File: config.mk
export PLATFORM = sky130hd
export DESIGN_NAME = collision_arbiter
export DESIGN_NICKNAME = d
export VERILOG_FILES = /design/src/rtl/arb_pkg.sv /design/src/rtl/arb_datapath.sv /design/src/rtl/arb_control.sv /design/src/rtl/collision_arbiter.sv
export SDC_FILE = /design/constraint.sdc
export NUM_CORES = 1
export LEC_CHECK = 0
export ABC_AREA = 0
export ABC_CLOCK_PERIOD_IN_PS = 1370
export BUFFER_PORTS_ARGS = -buffer_cell sky130_fd_sc_hd__buf_2
export CAP_MARGIN = 20
export CORE_AREA = 2 2 54 56
export CTS_BUF_LIST = sky130_fd_sc_hd__clkbuf_8
export CTS_CLUSTER_DIAMETER = 200
export DETAILED_ROUTE_END_ITERATION = 6
export DIE_AREA = 0 0 56 58
export PLACE_DENSITY = 0.76
export SYNTH_ARGS = -nofsm -noshare
export SYNTH_HDL_FRONTEND = slang
export SYNTH_SLANG_ARGS = --single-unit
File: constraint.sdc
create_clock -name clk -period 1.37 [get_ports clk]
set_input_delay 0.2055 -clock clk [delete_from_list [all_inputs] [get_ports clk]]
set_output_delay 0.2055 -clock clk [all_outputs]
set_load 0.02 [all_outputs]
File: src/rtl/arb_pkg.sv
package arb_pkg;
  localparam int ADDR_W = 11;

  typedef enum logic [1:0] {
    OWN_NONE  = 2'd0,
    OWN_LEFT  = 2'd1,
    OWN_RIGHT = 2'd2
  } owner_t;

  typedef struct packed {
    logic match;
    logic chgL;
    logic chgR;
  } strobe_t;
endpackage

File: src/rtl/arb_datapath.sv
module arb_datapath
  import arb_pkg::*;
#(
  parameter int AW = ADDR_W
) (
  input  logic          clk,
  input  logic          rstN,
  input  logic [AW-1:0] addrL,
  input  logic          ceLN,
  input  logic [AW-1:0] addrR,
  input  logic          ceRN,
  output strobe_t       strb
);
  logic [AW-1:0] prevAddrL, prevAddrR;
  logic          prevCeLN, prevCeRN;

  always_ff @(posedge clk or negedge rstN) begin
    if (!rstN) begin
      prevAddrL <= '0;
      prevAddrR <= '0;
      prevCeLN  <= 1'b1;
      prevCeRN  <= 1'b1;
    end else begin
      prevAddrL <= addrL;
      prevAddrR <= addrR;
      prevCeLN  <= ceLN;
      prevCeRN  <= ceRN;
    end
  end

  always_comb begin
    strb.match = !ceLN && !ceRN && (addrL == addrR);
    strb.chgL  = (addrL != prevAddrL) || (ceLN != prevCeLN);
    strb.chgR  = (addrR != prevAddrR) || (ceRN != prevCeRN);
  end
endmodule

File: src/rtl/arb_control.sv
module arb_control
  import arb_pkg::*;
(
  input  logic    clk,
  input  logic    rstN,
  input  logic    modeSlave,
  input  strobe_t strb,
  input  logic    busyInLN,
  input  logic    busyInRN,
  output logic    busyLN,
  output logic    busyRN,
  output logic    wrBlockL,
  output logic    wrBlockR
);
  owner_t owner, ownerNext;

  always_comb begin
    if (!strb.match)
      ownerNext = OWN_NONE;
    else if (owner != OWN_NONE)
      ownerNext = owner;
    else if (strb.chgL && !strb.chgR)
      ownerNext = OWN_RIGHT;
    else
      ownerNext = OWN_LEFT;
  end

  always_ff @(posedge clk or negedge rstN) begin
    if (!rstN) owner <= OWN_NONE;
    else       owner <= ownerNext;
  end

  always_comb begin
    if (!rstN) begin
      busyLN   = 1'b1;
      busyRN   = 1'b1;
      wrBlockL = 1'b0;
      wrBlockR = 1'b0;
    end else if (modeSlave) begin
      busyLN   = 1'b1;
      busyRN   = 1'b1;
      wrBlockL = !busyInLN;
      wrBlockR = !busyInRN;
    end else begin
      busyLN   = (owner != OWN_RIGHT);
      busyRN   = (owner != OWN_LEFT);
      wrBlockL = (owner == OWN_RIGHT);
      wrBlockR = (owner == OWN_LEFT);
    end
  end


  never_both_busy_chk: assert property (@(posedge clk) disable iff (!rstN)
    busyLN || busyRN);


  release_after_split_chk: assert property (@(posedge clk) disable iff (!rstN)
    !strb.match |=> (busyLN && busyRN));


  winner_hold_chk: assert property (@(posedge clk) disable iff (!rstN)
    (!modeSlave && !busyRN && strb.match) |=> (modeSlave || !busyRN));


  block_follows_busy_chk: assert property (@(posedge clk) disable iff (!rstN)
    !modeSlave |-> ((wrBlockL == !busyLN) && (wrBlockR == !busyRN)));


  slave_no_drive_chk: assert property (@(posedge clk) disable iff (!rstN)
    modeSlave |-> (busyLN && busyRN));
endmodule

File: src/rtl/collision_arbiter.sv
module collision_arbiter
  import arb_pkg::*;
#(
  parameter int AW = ADDR_W
) (
  input  logic          clk,
  input  logic          rstN,
  input  logic          modeSlave,
  input  logic [AW-1:0] addrL,
  input  logic          ceLN,
  input  logic [AW-1:0] addrR,
  input  logic          ceRN,
  input  logic          busyInLN,
  input  logic          busyInRN,
  output logic          busyLN,
  output logic          busyRN,
  output logic          wrBlockL,
  output logic          wrBlockR
);
  strobe_t strb;

  arb_datapath #(.AW(AW)) u_dp (
    .clk(clk), .rstN(rstN), .addrL(addrL), .ceLN(ceLN),
    .addrR(addrR), .ceRN(ceRN), .strb(strb)
  );

  arb_control u_ctl (
    .clk(clk), .rstN(rstN), .modeSlave(modeSlave), .strb(strb),
    .busyInLN(busyInLN), .busyInRN(busyInRN),
    .busyLN(busyLN), .busyRN(busyRN), .wrBlockL(wrBlockL), .wrBlockR(wrBlockR)
  );

  // a busy that is low must come from a match at the previous edge
  busy_needs_match_chk: assert property (@(posedge clk) disable iff (!rstN)
    (!busyLN || !busyRN) |->
      ($past(!ceLN) && $past(!ceRN) && ($past(addrL) == $past(addrR))));
endmodule

==> key figures, run 1 <==
Drt
  • TritonRoute pass-1 iters: 4
  • WL/cell: 13.0 µm
  • DRC: 0
  • Via density: 4.86
  • Routed vias: 763
  • Initial DRC Count: 7
  • Final ANT Viol Nets: 0
  • Final WL: 2050 µm

Worst setup path
  • Worst R2R End: u_ctl.owner[1]
  • Critical path startpoint category: register
  • Crit Path Class: reg -> reg
  • Reg2Reg Depth: 5
  • Required time of the worst setup path: 1.52 ns
  • Reg2reg setup slack: 0.07 ns
  • Critical path capture point type: register
  • CP arrival: 1.46 ns
  • Crit-path max FO: 2
  • R2r startpoint: u_dp.prevCeLN

Final layout
  • Synth-to-layout area growth: 25.6%
  • Most common cell after layout, fill and taps aside: buf_2
  • Fill cells: 246
  • Multi-input gate area in the final layout: 470 µm²
  • Antenna cells: 0
  • Post-layout util: 0.532
  • Register area: 653 µm²
  • Total Nets Final: 156
  • Share of cells above drive strength 1: 0.357
  • Most frequent cells in the layout: buf_2, dfrtp_1, xor2_1, xnor2_1

Clocking
  • Worst-Skew Late Latency: 0.26 ns
  • CTS tree: built
  • H-tree Lvls: 1
  • CTS Buffer Depth: 2
  • CTS buffer count: 3
  • Root buffer selected by CTS: clkbuf_8
  • CTS clock-pin slew for the worst setup and hold paths: 0.08 ns
  • Clock sinks: 26

Timing
  • Hold Fails Final Rpt: 0
  • Minimum clock period: 1.30 ns
  • RSZ-0062 raised after global routing: yes
  • Final Cycle Share: 0.950
  • Final setup violation count: 0
  • Max_slew headroom: 0.798
  • Max-slew violation count: 0
  • Least-Margin Pin Slew: 0.300 ns
  • Fmax: 768 MHz
  • Fin Setup TNS: 0 ns
  • Worst Skew: 0.00246 ns
  • WHS: 0.0695 ns
  • Worst Setup Slack, final: 0.0685 ns

Hold path
  • Hold_sp: ceLN
  • WHS Path Cells: 1
  • Worst Hold End: u_dp.prevCeLN
  • Worst Hold Class: in -> reg

Place
  • GP Congestion: 0.731
  • Setup WS pre-CTS: 0.0414 ns
  • Dpl hpwl: 1700 µm
  • PortBufs: 32

Floorplanning
  • Core Region: 0.00266 mm²
  • Die area: 0.00325 mm²
  • I/O pins: 33
  • Starting density of the core: 0.423
  • Die Span Y: 58 µm
  • Row count: 19
  • Die width: 56 µm

Power
  • Psw: 0.335 mW
  • Tot Pwr: 1.44 mW
  • Clk pwr share: 0.286
  • Sequential share of power: 0.571
  • Pint: 1.10 mW
  • Leak Pwr: 0.656 nW
  • Comb power frac: 0.143
  • Pwr dens: 1010 mW/mm²
  • Max IR drop VDD: 0.844 mV
  • Switching share of total power: 0.234

Synthesis
  • Synth Register Bits: 26
  • Yosys warnings: 0
  • Gate Count Post-Synth: 85
  • Mean Syn Cell Area: 13.3 µm²
  • Post-Syn Area: 0.00113 mm²
  • Syn Nets: 114
  • Netlist cell types: 19
  • Post-synthesis sequential area ratio: 0.579

Global routing
  • Vias in the first global route: 784
  • First-pass GRT wire length: 3530 µm
  • GRT overflow: 0
  • Initial antenna violation count: 0
  • Pin count of the biggest net entering global routing: 25
  • Total Routing Usage GR: 0.144

Flow run
  • Max Cap Viol: 0

Outcome
  • Status: finished clean
[critical path, cell delays in order, from the launching register on]
cell and delay [ns]:
dfstp_2 0.53, xnor2_1 0.11, nand4_1 0.14, nor3_2 0.18
nor3_2 0.07, o21ba_1 0.17
[logic make-up after synthesis]
logic type      synth area share
flops                      0.579
compound gates            0.0289
buf+inv                  0.00333
simple gates               0.117
xor+xnor                   0.272
[metal layers]
| layer | GRT usage | part of all wire | vias up |
|---|---|---|---|
| li1 | - | - | 367 |
| met4 | 0.0612 | 0.016 | 0 |
| met2 | 0.247 | 0.52 | 24 |
| met5 | 0 | 0 | - |
| met3 | 0.0223 | 0.049 | 4 |
| met1 | 0.184 | 0.41 | 368 |
[power by group through the flow]
stage | registers [mW] | logic (mW) | clock network (mW)
6_report | 0.821 | 0.205 | 0.411
5_1_grt | 0.825 | 0.228 | 0.467
4_1_cts | 0.822 | 0.209 | 0.428
3_5_place_dp | 0.837 | 0.203 | 0
3_3_place_gp | 0.835 | 0.195 | 0
2_1_floorplan | 0.834 | 0.0964 | 0
[registers in the layout, indices dropped and copies added, names as in the netlist]
signal          count
u_ctl.owner         2
u_dp.prevAddrL     11
u_dp.prevAddrR     11
u_dp.prevCeLN       1
u_dp.prevCeRN       1
[worst max-delay path by stage]
stage	startpoint	endpoint	slack (ns)	cells past startpoint
after global placement	u_dp.prevCeRN	u_ctl.owner[0]	0.04	5
after CTS	u_dp.prevCeRN	u_ctl.owner[0]	0.03	5
after detailed placement	u_dp.prevCeRN	u_ctl.owner[0]	0.04	5
after global routing	u_dp.prevAddrR[6]	u_ctl.owner[0]	-0.04	5
final	u_dp.prevCeLN	u_ctl.owner[1]	0.07	5
after floorplan	u_dp.prevCeRN	u_ctl.owner[0]	0.13	5
[final cells by class]
cell class                 instances  area share
clock buffer                       3      0.0292
tap                               31      0.0274
clock inverter                     1     0.00265
multi-input combinational         58       0.332
sequential                        26       0.461
inverter                           1     0.00265
timing repair buffer              37       0.145
[synthesized netlist by cell type]
cell	count	area [µm²]
o21bai_1	1	7.51
nand2_1	1	3.75
nor2_1	1	3.75
o21ba_1	1	10.0
xor2_1	23	201
nor2b_1	1	6.26
nor4_1	2	12.5
nor3_2	2	20.0
o21ai_0	2	10.0
dfrtp_1	24	601
nand3b_1	1	7.51
inv_1	1	3.75
xnor2_1	12	105
nor4_2	3	37.5
nand3_1	2	10.0
dfstp_2	2	52.6
nand4_1	4	25.0
a21oi_1	1	5.00
nor3_1	1	5.00
[what timing repair did]
item | in CTS | in global routing
hold buffers | 2 | 0
gates resized for setup | 0 | 3
endpoints found under the hold margin | 2 | 0
buffers inserted | 0 | 2
endpoints found under the setup margin | 0 | 4
[through the flow]
| stage | instance area, µm² | cells |
|---|---|---|
| final | 1420 | 157 |
| after global routing | 1420 | 157 |
| after CTS | 1400 | 155 |
| after global placement | 1330 | 149 |
| after floorplan | 1130 | 85 |
| after detailed placement | 1330 | 149 |
No activity file was read; power rests on OpenSTA's default activity.
==> inputs of run 2 (changes only) <==
--- a/config.mk
+++ b/config.mk
@@ -14,6 +14,7 @@
 export CTS_CLUSTER_DIAMETER = 200
 export DETAILED_ROUTE_END_ITERATION = 6
 export DIE_AREA = 0 0 56 58
+export MAX_ROUTING_LAYER = met4
 export PLACE_DENSITY = 0.76
 export SYNTH_ARGS = -nofsm -noshare
 export SYNTH_HDL_FRONTEND = slang
==> run 2 against run 1 <==
  * Sequential power barely moved
  * Non-clock buffer count did not move
  * Design area did not move
  * Highest routed layer unchanged
  * Critical endpoint unchanged
  * Clock power barely moved
==> key figures, run 2 (synthesized netlist as in run 1, its figures left out) <==
Drt
  • Met3 routed WL: 101 µm (unchanged)
  • WL/cell: 13.1 µm (about the same)
  • Routed vias: 761 (-0.26%)
  • Met1 Routed Length: 856 µm (+0.82%)
  • Final ANT Viol Nets: 0 (unchanged)
  • DRC: 0 (unchanged)
  • Via density: 4.85 (-0.26%)
  • Final WL: 2050 µm (about the same)
  • TritonRoute pass-1 iters: 4 (unchanged)
  • Top sig layer: met4
  • DR WL met2: 1060 µm (-0.66%)
  • Initial DRC Count: 7 (unchanged)

Timing
  • Final setup violation count: 0 (unchanged)
  • Fin Setup TNS: 0 ns (unchanged)
  • Worst Skew: 0.00264 ns (+0.000179 ns)
  • Max-slew violation count: 0 (unchanged)
  • Minimum clock period: 1.30 ns (unchanged)
  • RSZ-0062 raised after global routing: yes
  • Final Cycle Share: 0.950 (unchanged)
  • Least-Margin Pin Slew: 0.300 ns (unchanged)
  • Hold Fails Final Rpt: 0 (unchanged)
  • Fmax: 768 MHz (unchanged)
  • Max_slew headroom: 0.798 (unchanged)

Worst setup path
  • R2r startpoint: u_dp.prevCeLN
  • Worst R2R End: u_ctl.owner[1]
  • CP delay by family, top: flip-flops
  • Reg2Reg Depth: 5 (unchanged)
  • Critical path capture point type: register
  • Required time of the worst setup path: 1.52 ns (about the same)
  • CP arrival: 1.46 ns (about the same)
  • Critical path startpoint category: register
  • CP most frequent cell: nor3_2
  • Max incr delay on CP: 0.53 ns (about the same)
  • Reg2reg setup slack: 0.07 ns (about the same)
  • Buf/Inv on CP: 0 (unchanged)
  • Crit Path Class: reg -> reg
  • CP max stage cell: dfstp_2
  • Crit-path max FO: 2 (unchanged)
  • Crit-path cells: xnor2_1, nand4_1, nor3_2, nor3_2, o21ba_1

Floorplanning
  • Core Region: 0.00266 mm² (unchanged)
  • Row count: 19 (unchanged)
  • Starting density of the core: 0.423 (unchanged)
  • I/O pins: 33 (unchanged)
  • Die width: 56 µm (unchanged)
  • Die area: 0.00325 mm² (unchanged)
  • Die Span Y: 58 µm (unchanged)

Global routing
  • GRT overflow: 0 (unchanged)
  • First-pass GRT wire length: 3530 µm (-0.20%)
  • Pin count of the biggest net entering global routing: 25 (unchanged)
  • Total Routing Usage GR: 0.149 (+0.00451)
  • Initial antenna violation count: 0 (unchanged)
  • Vias in the first global route: 787 (+0.38%)

Clocking
  • CTS buffer count: 3 (unchanged)
  • CTS tree: built
  • CTS Buffer Depth: 2 (unchanged)
  • H-tree Lvls: 1 (unchanged)
  • Worst-Skew Late Latency: 0.26 ns (about the same)
  • Clock sinks: 26 (unchanged)
  • Root buffer selected by CTS: clkbuf_8
  • CTS clock-pin slew for the worst setup and hold paths: 0.08 ns (about the same)

Power
  • Tot Pwr: 1.44 mW (about the same)
  • Max IR drop VDD: 0.844 mV (about the same)
  • Pwr dens: 1010 mW/mm² (about the same)
  • Leak Pwr: 0.656 nW (unchanged)

Final layout
  • Most common cell after layout, fill and taps aside: buf_2
  • Largest regs: u_dp.prevAddrL x11, u_dp.prevAddrR x11, u_ctl.owner x2
  • Most frequent cells in the layout: buf_2, dfrtp_1, xor2_1, xnor2_1
  • Total Nets Final: 156 (unchanged)
  • Antenna cells: 0 (unchanged)
  • Share of cells above drive strength 1: 0.357 (unchanged)
  • Synth-to-layout area growth: 25.6% (unchanged)

Outcome
  • Status: finished clean

Hold path
  • WHS Path Cells: 1 (unchanged)
  • Worst Hold End: u_dp.prevCeLN
  • Worst Hold Class: in -> reg
  • Hold_sp: ceLN

Place
  • GP Congestion: 0.740 (+1.2%)
  • PortBufs: 32 (unchanged)
  • Dpl hpwl: 1700 µm (unchanged)

Flow run
  • Max Cap Viol: 0 (unchanged)
run 2: how the worst max path moves through the flow:
stage / depth (start not counted) / slack [ns] / endpoint / startpoint
after global placement: 5 / 0.04 / u_ctl.owner[0] / u_dp.prevCeRN
final: 5 / 0.07 / u_ctl.owner[1] / u_dp.prevCeLN
after floorplan: 5 / 0.13 / u_ctl.owner[0] / u_dp.prevCeRN
after CTS: 5 / 0.03 / u_ctl.owner[0] / u_dp.prevCeRN
after global routing: 5 / -0.04 / u_ctl.owner[0] / u_dp.prevAddrR[6]
after detailed placement: 5 / 0.04 / u_ctl.owner[0] / u_dp.prevCeRN
run 2: power by group:
group | internal [mW] | total (mW) | switching (mW)
Combinational | 0.0965 | 0.205 | 0.109
Clock | 0.200 | 0.411 | 0.211
Sequential | 0.805 | 0.821 | 0.0158
run 2: repair_timing:
action                                  CTS  global route
gates resized for setup                   0             3
endpoints found under the setup margin    0             4
hold buffers                              2             0
hold endpoints to repair                  2             0
buffers inserted                          0             2
run 2: per-layer routing:
layer  global-route usage  vias up
li1                     -      367
met1                0.184      366
met2                0.247       24
met3               0.0223        4
met4               0.0612        0
met5                    -        -
run 2: cell type report:
type	count	area [µm²]
clock inverter	1	3.75
inverter	1	3.75
timing repair buffer	37	205
tap	31	38.8
clock buffer	3	41.3
multi-input combinational	58	470
sequential	26	653
fill	246	1250
run 2: through the flow:
step | util | std cells | hold WS, ns | instance area [µm²] | setup slack (ns)
3_3_place_gp | 0.501 | 149 | 0.0222 | 1330 | 0.0443
2_1_floorplan | - | 85 | -0.0901 | 1130 | 0.132
4_1_cts | 0.525 | 155 | 0.0610 | 1400 | 0.0282
3_5_place_dp | 0.501 | 149 | 0.0232 | 1330 | 0.0414
5_1_grt | 0.532 | 157 | 0.0531 | 1420 | -0.0395
6_report | 0.532 | 157 | 0.0695 | 1420 | 0.0685
==> inputs of run 3 (changes only) <==
--- a/config.mk
+++ b/config.mk
@@ -9,13 +9,13 @@
 export ABC_CLOCK_PERIOD_IN_PS = 1370
 export BUFFER_PORTS_ARGS = -buffer_cell sky130_fd_sc_hd__buf_2
 export CAP_MARGIN = 20
-export CORE_AREA = 2 2 54 56
+export CORE_AREA = 2 2 50 52
 export CTS_BUF_LIST = sky130_fd_sc_hd__clkbuf_8
 export CTS_CLUSTER_DIAMETER = 200
 export DETAILED_ROUTE_END_ITERATION = 6
-export DIE_AREA = 0 0 56 58
+export DIE_AREA = 0 0 52 54
 export MAX_ROUTING_LAYER = met4
-export PLACE_DENSITY = 0.76
+export PLACE_DENSITY = 0.85
 export SYNTH_ARGS = -nofsm -noshare
 export SYNTH_HDL_FRONTEND = slang
 export SYNTH_SLANG_ARGS = --single-unit
==> run 3 against run 2 <==
  * Critical path depth stayed put
  * First-iteration DRC count down 86%
  * Count of clock-buffer cells in the layout unchanged
  * Wire length grew 0.88%
==> key figures, run 3 (synthesized netlist as in run 1, its figures left out) <==
Global routing
  • Total Routing Usage GR: 0.172 (+0.0228)
  • First-pass GRT wire length: 3400 µm (-3.5%)
  • Vias in the first global route: 792 (+0.64%)
  • Initial antenna violation count: 0 (unchanged)
  • Pin count of the biggest net entering global routing: 15 (-40%)
  • GRT overflow: 0 (unchanged)

Worst setup path
  • Critical path capture point type: register
  • Crit-path cells: xor2_1, nor4_2, nand3_1, o21bai_1, a21oi_1
  • Worst R2R End: u_ctl.owner[0]
  • Reg2Reg Depth: 5 (unchanged)
  • R2r startpoint: u_dp.prevAddrR[4]
  • Reg2reg setup slack: 0.008 ns (-0.06 ns)
  • Required time of the worst setup path: 1.52 ns (about the same)
  • Max incr delay on CP: 0.39 ns (-0.14 ns)
  • CP arrival: 1.51 ns (+0.05 ns)
  • Crit-path max FO: 2 (unchanged)
  • Critical path startpoint category: register
  • Crit Path Class: reg -> reg
  • CP max stage cell: dfrtp_1

Hold path
  • Worst Hold End: u_dp.prevCeLN
  • Hold_sp: ceLN
  • WHS Path Cells: 1 (unchanged)
  • Worst Hold Class: in -> reg

Timing
  • WHS: 0.0646 ns (-0.00481 ns)
  • Hold Fails Final Rpt: 0 (unchanged)
  • Max-slew violation count: 0 (unchanged)
  • Max_slew headroom: 0.823 (+0.0248)
  • RSZ-0062 raised after global routing: yes
  • Worst Setup Slack, final: 0.00817 ns (-0.0603 ns)
  • Minimum clock period: 1.36 ns (+0.0603 ns)
  • Final setup violation count: 0 (unchanged)
  • Fmax: 734 MHz (-4.4%)
  • Worst Skew: 0.00138 ns (-0.00126 ns)
  • Least-Margin Pin Slew: 0.263 ns (-0.0368 ns)
  • Final Cycle Share: 0.994 (+0.0440)

Clocking
  • CTS Buffer Depth: 2 (unchanged)
  • CTS buffer count: 3 (unchanged)
  • CTS tree: built
  • Root buffer selected by CTS: clkbuf_8
  • H-tree Lvls: 1 (unchanged)
  • Clock sinks: 26 (unchanged)
  • Worst-Skew Late Latency: 0.26 ns (about the same)
  • CTS clock-pin slew for the worst setup and hold paths: 0.08 ns (about the same)

Drt
  • Via density: 4.76 (-1.9%)
  • Final WL: 2070 µm (+0.88%)
  • DRC: 0 (unchanged)
  • Routed vias: 742 (-2.5%)
  • TritonRoute pass-1 iters: 2 (-2)
  • Initial DRC Count: 1 (-6)
  • WL/cell: 13.3 µm (+1.5%)
  • Final ANT Viol Nets: 0 (unchanged)

Final layout
  • Non-filler cells, final: 156 (-0.64%)
  • Synth-to-layout area growth: 26.0%
  • Most common cell after layout, fill and taps aside: buf_2
  • Post-layout util: 0.612 (+0.0802)
  • Antenna cells: 0 (unchanged)
  • Share of cells above drive strength 1: 0.381 (+0.0238)
  • Largest regs: u_dp.prevAddrL x11, u_dp.prevAddrR x11, u_ctl.owner x2
  • Total Nets Final: 156 (unchanged)
  • Final instance area: 0.00142 mm² (+0.26%)
  • Most frequent cells in the layout: buf_2, dfrtp_1, xor2_1, xnor2_1, buf_4

Floorplanning
  • Row count: 18 (-1)
  • I/O pins: 33 (unchanged)
  • Die area: 0.00281 mm² (-14%)
  • Die Span Y: 54 µm (-6.9%)
  • Core Region: 0.00232 mm² (-13%)
  • Starting density of the core: 0.486 (+0.0626)
  • Die width: 52 µm (-7.1%)

Outcome
  • Status: finished clean

Power
  • Leak Pwr: 0.657 nW (+0.13%)
  • Pwr dens: 1010 mW/mm² (about the same)
  • Max IR drop VDD: 0.648 mV (-23%)

Place
  • PortBufs: 32 (unchanged)
  • Setup WS pre-CTS: -0.0164 ns (-0.0578 ns)
  • GP Congestion: 0.814 (+10%)
  • Placed cells: 149 (unchanged)
  • Placement Cell Area: 0.00134 mm² (+0.47%)
  • Dpl hpwl: 1670 µm (-1.4%)

Flow run
  • Max Cap Viol: 0 (unchanged)
==> run 3: cell count changes in the layout (fill, tap and decap cells not counted) <==
cell	delta
buf_4	+2
buf_2	-1
dlygate4sd3_1	-1
inv_1	-1
inv_2	+1
nand3_1	-1
nand3_2	+1
==> run 3: what timing repair did <==
action / in CTS / in global routing
hold endpoints to repair: 24 / 0
setup buffers: 0 / 2
hold buffers: 1 / 0
endpoints found under the setup margin: 1 / 4
resized for setup: 0 / 6
pin swaps: 4 / 2
==> run 3: routing by layer <==
layer  global-route usage  vias up  wire, µm
met5                    -        -         0
met4               0.0921        0        57
met3               0.0194        6        86
met2                0.300       23      1100
met1                0.194      349       825
li1                     -      364         -
==> run 3: worst max-delay path by stage <==
stage | from | end | slack [ns] | cells past startpoint
detailed placement | u_dp.prevCeRN | u_ctl.owner[0] | -0.02 | 5
floorplan | u_dp.prevCeRN | u_ctl.owner[0] | 0.13 | 5
global placement | u_dp.prevCeRN | u_ctl.owner[0] | 0.08 | 5
finish | u_dp.prevAddrR[4] | u_ctl.owner[0] | 0.008 | 5
CTS | u_dp.prevAddrR[4] | u_ctl.owner[0] | 0.0003 | 5
global route | u_dp.prevAddrR[5] | u_ctl.owner[0] | -0.10 | 5
==> run 3: worst max-delay path, delay by kind of cell, from the launching register on <==
family | cells | cell delay [ns]
AO/OA/AOI/OAI | 2 | 0.26
XOR/XNOR | 1 | 0.16
flip-flops | 1 | 0.39
AND/OR/NAND/NOR | 2 | 0.44
==> run 3: report_power, final <==
part	total (mW)	internal [mW]	switching, mW
combinational	0.206	0.0971	0.108
sequential	0.821	0.805	0.0163
clock	0.413	0.200	0.213
total	1.44	1.10	0.338
==> run 3: final cells by class <==
class,instances,area (µm²)
clock buffers,3,41.3
clock inverters,1,3.75
fillers,188,900
inverters,1,3.75
multi-input cells,58,475
flip-flops and latches,26,653
well taps,30,37.5
repair buffers,37,205
==> run 3: stage by stage <==
step	total power [mW]	setup TNS (ns)
after global placement	1.03	0
after CTS	1.45	0
final	1.44	0
after detailed placement	1.04	-0.0164
after global routing	1.51	-0.154
after floorplan	0.930	0
